**src/rtl/hb_pkg.sv**
```systemverilog
package hb_pkg;
  typedef struct packed {
    logic in;
    logic en;
    logic ot;
    logic sat;
    logic open;
  } leg_in_t;

  typedef struct packed {
    logic hs;
    logic ls;
    logic diag;
  } leg_out_t;

  localparam int unsigned LEG_W  = $bits(leg_in_t);
  localparam int unsigned N_LEGS = 2;
endpackage

```
**src/rtl/hb_sync.sv**
```systemverilog
module hb_sync #(
  parameter int unsigned W = 1
) (
  input  logic         clk_i,
  input  logic         rst_ni,
  input  logic [W-1:0] d_i,
  output logic [W-1:0] q_o
);
  logic [W-1:0] s1_q, s2_q;

  always_ff @(posedge clk_i or negedge rst_ni) begin
    if (!rst_ni) begin
      s1_q <= '0;
      s2_q <= '0;
    end else begin
      s1_q <= d_i;
      s2_q <= s1_q;
    end
  end

  assign q_o = s2_q;
endmodule

```
**src/rtl/hb_leg.sv**
```systemverilog
module hb_leg
  import hb_pkg::*;
#(
  parameter int unsigned DEAD_CYC = 1000
) (
  input  logic     clk_i,
  input  logic     rst_ni,
  input  leg_in_t  leg_i,
  input  logic     pwm_i,
  input  logic     uv_i,
  input  logic     test_i,
  output leg_out_t leg_o
);
  localparam int unsigned CW = $clog2(DEAD_CYC + 1);
  localparam logic [CW-1:0] DT_MAX = CW'(DEAD_CYC);

  logic in_q, in_rise, flt_now, fault_q;
  logic active, hs_req, ls_req, dt_done;
  logic hs_q, ls_q, tdiag_q;
  logic [CW-1:0] dt_q;

  assign in_rise = leg_i.in & ~in_q;
  assign flt_now = leg_i.ot | leg_i.sat;

  // fault latch: set wins over re-arm
  always_ff @(posedge clk_i or negedge rst_ni) begin
    if (!rst_ni) begin
      in_q    <= 1'b0;
      fault_q <= 1'b0;
    end else begin
      in_q <= leg_i.in;
      if (flt_now)      fault_q <= 1'b1;
      else if (in_rise) fault_q <= 1'b0;
    end
  end

  assign active  = leg_i.en & ~fault_q & ~flt_now & ~uv_i;
  assign hs_req  = active & leg_i.in;
  assign ls_req  = active & ~leg_i.in & pwm_i & ~test_i;
  assign dt_done = (dt_q == DT_MAX);

  // dead-time counter: restarts while high side is on, saturates at DT_MAX
  always_ff @(posedge clk_i or negedge rst_ni) begin
    if (!rst_ni)       dt_q <= DT_MAX;
    else if (hs_q)     dt_q <= '0;
    else if (!dt_done) dt_q <= dt_q + CW'(1);
  end

  always_ff @(posedge clk_i or negedge rst_ni) begin
    if (!rst_ni) begin
      hs_q    <= 1'b0;
      ls_q    <= 1'b0;
      tdiag_q <= 1'b0;
    end else begin
      hs_q    <= hs_req & ~ls_q;
      ls_q    <= ls_req & dt_done & ~hs_q;
      tdiag_q <= test_i & leg_i.open;
    end
  end

  assign leg_o.hs   = hs_q;
  assign leg_o.ls   = ls_q;
  assign leg_o.diag = fault_q | tdiag_q;

  AST_NO_SHOOT: assert property (@(posedge clk_i) disable iff (!rst_ni)
    !(hs_q && ls_q));
  AST_DEAD_GAP: assert property (@(posedge clk_i) disable iff (!rst_ni)
    $fell(hs_q) |=> !ls_q);
  AST_PWM_GATE: assert property (@(posedge clk_i) disable iff (!rst_ni)
    !pwm_i |=> !ls_q);
  AST_FAULT_OFF: assert property (@(posedge clk_i) disable iff (!rst_ni)
    fault_q |=> (!hs_q && !ls_q));
  AST_FAULT_HOLD: assert property (@(posedge clk_i) disable iff (!rst_ni)
    (fault_q && !in_rise) |=> fault_q);
  AST_UV_OFF: assert property (@(posedge clk_i) disable iff (!rst_ni)
    uv_i |=> (!hs_q && !ls_q));
  AST_TEST_LS: assert property (@(posedge clk_i) disable iff (!rst_ni)
    test_i |=> !ls_q);
endmodule

```
**src/rtl/hbridge_ctrl.sv**
```systemverilog
module hbridge_ctrl
  import hb_pkg::*;
#(
  parameter int unsigned DEAD_CYC = 1000
) (
  input  logic clk_i,
  input  logic rst_ni,
  input  logic in_a_i,
  input  logic in_b_i,
  input  logic pwm_i,
  input  logic en_a_i,
  input  logic en_b_i,
  input  logic ot_a_i,
  input  logic ot_b_i,
  input  logic sat_a_i,
  input  logic sat_b_i,
  input  logic uv_i,
  input  logic test_i,
  input  logic open_a_i,
  input  logic open_b_i,
  output logic hs_a_o,
  output logic hs_b_o,
  output logic ls_a_o,
  output logic ls_b_o,
  output logic diag_a_o,
  output logic diag_b_o
);
  localparam int unsigned NSYNC = N_LEGS * LEG_W + 3;

  logic [NSYNC-1:0] raw, syn;
  leg_out_t leg_out [N_LEGS];

  assign raw = {pwm_i, uv_i, test_i,
                in_b_i, en_b_i, ot_b_i, sat_b_i, open_b_i,
                in_a_i, en_a_i, ot_a_i, sat_a_i, open_a_i};

  hb_sync #(.W(NSYNC)) u_sync (
    .clk_i (clk_i),
    .rst_ni(rst_ni),
    .d_i   (raw),
    .q_o   (syn)
  );

  for (genvar g = 0; g < N_LEGS; g++) begin : g_leg
    hb_leg #(.DEAD_CYC(DEAD_CYC)) u_leg (
      .clk_i (clk_i),
      .rst_ni(rst_ni),
      .leg_i (leg_in_t'(syn[g*LEG_W +: LEG_W])),
      .pwm_i (syn[NSYNC-1]),
      .uv_i  (syn[NSYNC-2]),
      .test_i(syn[NSYNC-3]),
      .leg_o (leg_out[g])
    );
  end

  assign hs_a_o   = leg_out[0].hs;
  assign ls_a_o   = leg_out[0].ls;
  assign diag_a_o = leg_out[0].diag;
  assign hs_b_o   = leg_out[1].hs;
  assign ls_b_o   = leg_out[1].ls;
  assign diag_b_o = leg_out[1].diag;
endmodule

```
**config.mk**
```make
export PLATFORM = sky130hd
export DESIGN_NAME = hbridge_ctrl
export DESIGN_NICKNAME = d
export VERILOG_FILES = /design/src/rtl/hb_pkg.sv /design/src/rtl/hb_sync.sv /design/src/rtl/hb_leg.sv /design/src/rtl/hbridge_ctrl.sv
export SDC_FILE = /design/constraint.sdc
export NUM_CORES = 1
export LEC_CHECK = 0
export CELL_PAD_IN_SITES_DETAIL_PLACEMENT = 0
export CELL_PAD_IN_SITES_GLOBAL_PLACEMENT = 1
export CORE_UTILIZATION = 45
export CTS_CLUSTER_DIAMETER = 200
export DETAILED_ROUTE_END_ITERATION = 16
export DONT_BUFFER_PORTS = 1
export PLACE_DENSITY_LB_ADDON = 0.25
export RECOVER_POWER = 100
export SYNTH_ARGS = -nofsm -noshare
export SYNTH_HDL_FRONTEND = slang
export SYNTH_SLANG_ARGS = --single-unit
```
**constraint.sdc**
```tcl
create_clock -name clk_i -period 1.55 [get_ports clk_i]
set_input_delay 0.2325 -clock clk_i [delete_from_list [all_inputs] [get_ports clk_i]]
set_output_delay 0.2325 -clock clk_i [all_outputs]
set_load 0.02 [all_outputs]
```
==> impl_results.md <==
- Number of I/O port buffers: 0
- Final GP Congestion: 0.760
- # H-tree levels: 2
- Max Cap Viol: 0
- Syn nets: 187
- CP required: 1790 ps
- Layout fillers: 372
- Fin crit period: 1520 ps
- DRT antenna net count: 0
- Multi-input gate area: 681 sq um
- Vias in the first global route: 1297
- Post-synthesis sequential area ratio: 66.8%
- Area growth from synthesis to layout: 17.9%
- Fmax: 659 MHz
- Clock-pin slew on the worst setup and hold paths: 100 ps
- Kind of critical path: flop to flop
- Pre-antenna DRT Iters: 10
- Synth cell types: 35
- Final core utilization: 56.3%
- Starting Density: 47.7%
- Chip height: 70.6 microns
- Outcome: finished with violations
- Synth Instances: 168
- Startpoint Class: flop
- CTS Buf Count: 5
- Tcrit/Tclk final: 98.0%
- Leakage power: 1.03 nW
- Pwr per Cell Area: 1400 mW/mm^2
- Via count: 1354
- Total Nets Final: 214
- Largest net degree at the start of global routing: 57
- Nature of the critical path endpoint: flop
- VDD IR max: 0.830 mV
- Total Wirelength: 3390 microns
- Diodes inserted: 0
- DR DRC count: 2
- Reg area: 0.00142 sq mm
- Total power: 3.50 mW
- Die W: 70.6 microns
- Hold crit path type: flop to flop
- Remaining Overflow, GRT: 0
- CTS tree: yes
- Max Root-Sink Buffers: 2
- Clock Sinks: 56
- DIE AREA: 0.00499 sq mm
- Core area: 0.00444 sq mm
- FF+latch count, synth: 56
- Arrival time worst endpoint: 1760 ps
- Number of synthesis warnings: 0
- Vias per cell: 5.46
- Failing checks: design-rule violations
- Iteration-0 DRC Markers: 112
- Clock Latency Late Sink: 300 ps
- Pins Over Slew Limit: 0
- Tot GR Track Use: 15.3%
- Slew HR: 51.8%
- Initial antenna violation count: 0
- Crit-path max FO: 5
- Layout cell share with drive strength beyond 1: 19.9%
- Root Driver: clkbuf_8
- Rows: 24
- Fin. Hold Viols: 0
- Wire per inst: 13.7 microns
- Number of I/O pins: 21
- Netlist Area Pre-Place: 0.00212 sq mm
- Final setup vio count: 0
- Clock skew: 9.10 ps
- Dpl hpwl: 2180 microns
- Slew at the pin closest to its max-slew limit: 723 ps
- Post-synthesis average cell area: 12.6 sq um
- RSZ-0062 raised after global routing: yes
- First-pass GRT wire length: 5800 microns
## routing by layer
| layer | global-route usage (%) | part of all wire [%] | up-vias |
|---|---|---|---|
| li1 | - | - | 642 |
| met1 | 19.5 | 46 | 682 |
| met3 | 5.13 | 3.1 | 4 |
| met5 | 0 | 0 | - |
| met2 | 25.2 | 50 | 26 |
| met4 | 4.67 | 0.62 | 0 |
## cell usage in the layout (no fill, tap or decap), drive strengths merged, types with 2 or more instances in the layout
master	Yosys	routed
a21oi	12	12
and2	2	2
buf	0	7
clkbuf	2	6
dfrtp	44	44
dfstp	12	12
dlygate4sd3	0	14
ha	4	4
inv	11	12
nand2	6	6
nand2b	5	5
nand3	8	8
nand4	5	5
nor2	8	8
nor3	4	4
nor3b	2	2
nor4	2	2
o21ai	6	6
o31ai	7	7
or2	2	2
or3	6	6
or4	4	4
xnor2	2	2
xor2	3	3
## registers in the layout, indices dropped and copies added (netlist names)
| name | cells |
|---|---|
| g_leg.u_leg.dt_q | 20 |
| u_sync.s1_q | 13 |
| g_leg.u_leg.ls_q | 2 |
| g_leg.u_leg.hs_q | 2 |
| g_leg.u_leg.in_q | 2 |
| g_leg.u_leg.tdiag_q | 2 |
| g_leg.u_leg.fault_q | 2 |
| u_sync.q_o | 13 |
## worst max-delay path: stages, from the launching register on
cell,delay (ps)
dfstp_2,570
nand4_1,220
or4_4,540
a21oi_2,120
## power by group
part           switching [mW]  internal (mW)  total, mW  leakage, nW
combinational           0.366          0.341      0.707        0.341
clock                   0.474          0.332      0.806       0.0463
sequential              0.256           1.73       1.99        0.641
## timing repair
item / in CTS / in global routing
setup buffers: 0 / 4
hold buffers: 13 / 2
endpoints found under the setup margin: 0 / 6
resized for setup: 0 / 7
hold endpoints to repair: 69 / 56
## synthesized netlist by cell type (all sizes together)
library cell	count	area share (%)
dfrtp	44	52
a21oi	12	2.8
dfstp	12	15
inv	11	1.9
nand3	8	2.1
nor2	8	1.4
o31ai	7	2.5
nand2	6	1.1
o21ai	6	1.4
or3	6	1.8
nand2b	5	1.5
nand4	5	1.5
ha	4	2.4
nor3	4	0.94
or4	4	1.4
xor2	3	1.2
and2	2	0.59
clkbuf	2	0.35
nor3b	2	0.71
nor4	2	0.59
or2	2	0.59
xnor2	2	0.83
a211o	1	0.41
and3	1	0.30
and3b	1	0.41
and4	1	0.41
mux2	1	0.53
mux2i	1	0.47
nand4b	1	0.41
nand4bb	1	0.53
nor4b	1	1.1
nor4bb	1	0.47
o311ai	1	0.41
## final timing paths
path / slack [ps] / end / cells past startpoint / from
worst max-delay path: 30 / g_leg[1].u_leg.dt_q[7] / 3 / g_leg[1].u_leg.dt_q[3]
worst min-delay path: 360 / u_sync.q_o[5] / 0 / u_sync.s1_q[5]
worst max register to register: 30 / g_leg[1].u_leg.dt_q[7] / 3 / g_leg[1].u_leg.dt_q[3]
worst min register to register: 360 / u_sync.q_o[5] / 0 / u_sync.s1_q[5]
max in group asynchronous: 520 / u_sync.q_o[9] / 2 / rst_ni
min in group asynchronous: 550 / g_leg[1].u_leg.dt_q[2] / 2 / rst_ni
## cell families (layout without fill, tap and decap cells)
logic type	after synthesis	in the layout	share of synthesized area, %
buf+inv	13	41	2.30
xor+xnor	5	5	2.07
flops	56	56	66.8
fa+ha+maj	4	4	2.36
simple gates	61	61	17.9
compound gates	27	27	7.56
mux	2	2	1.00
## cell type report
cell class / count / share of cell area [%]
clock inverter: 3 / 1.10
clock buffer: 5 / 2.75
timing repair buffer: 22 / 8.01
tap: 52 / 2.60
sequential: 56 / 56.7
inverter: 11 / 1.65
multi-input combinational: 99 / 27.2
## per-stage QoR
step	setup WS, ps	cells	instance area [sq um]	hold slack (ps)	TNS [ps]
2_1_floorplan	33.9	168	2120	-63.1	0
3_3_place_gp	79.0	221	2200	-61.2	0
3_5_place_dp	43.1	221	2200	-60.5	0
4_1_cts	25.9	242	2430	-403	0
5_1_grt	-30.1	248	2500	360	-81.8
6_report	31.6	248	2500	357	0
Power figures use the tool's default switching activity.
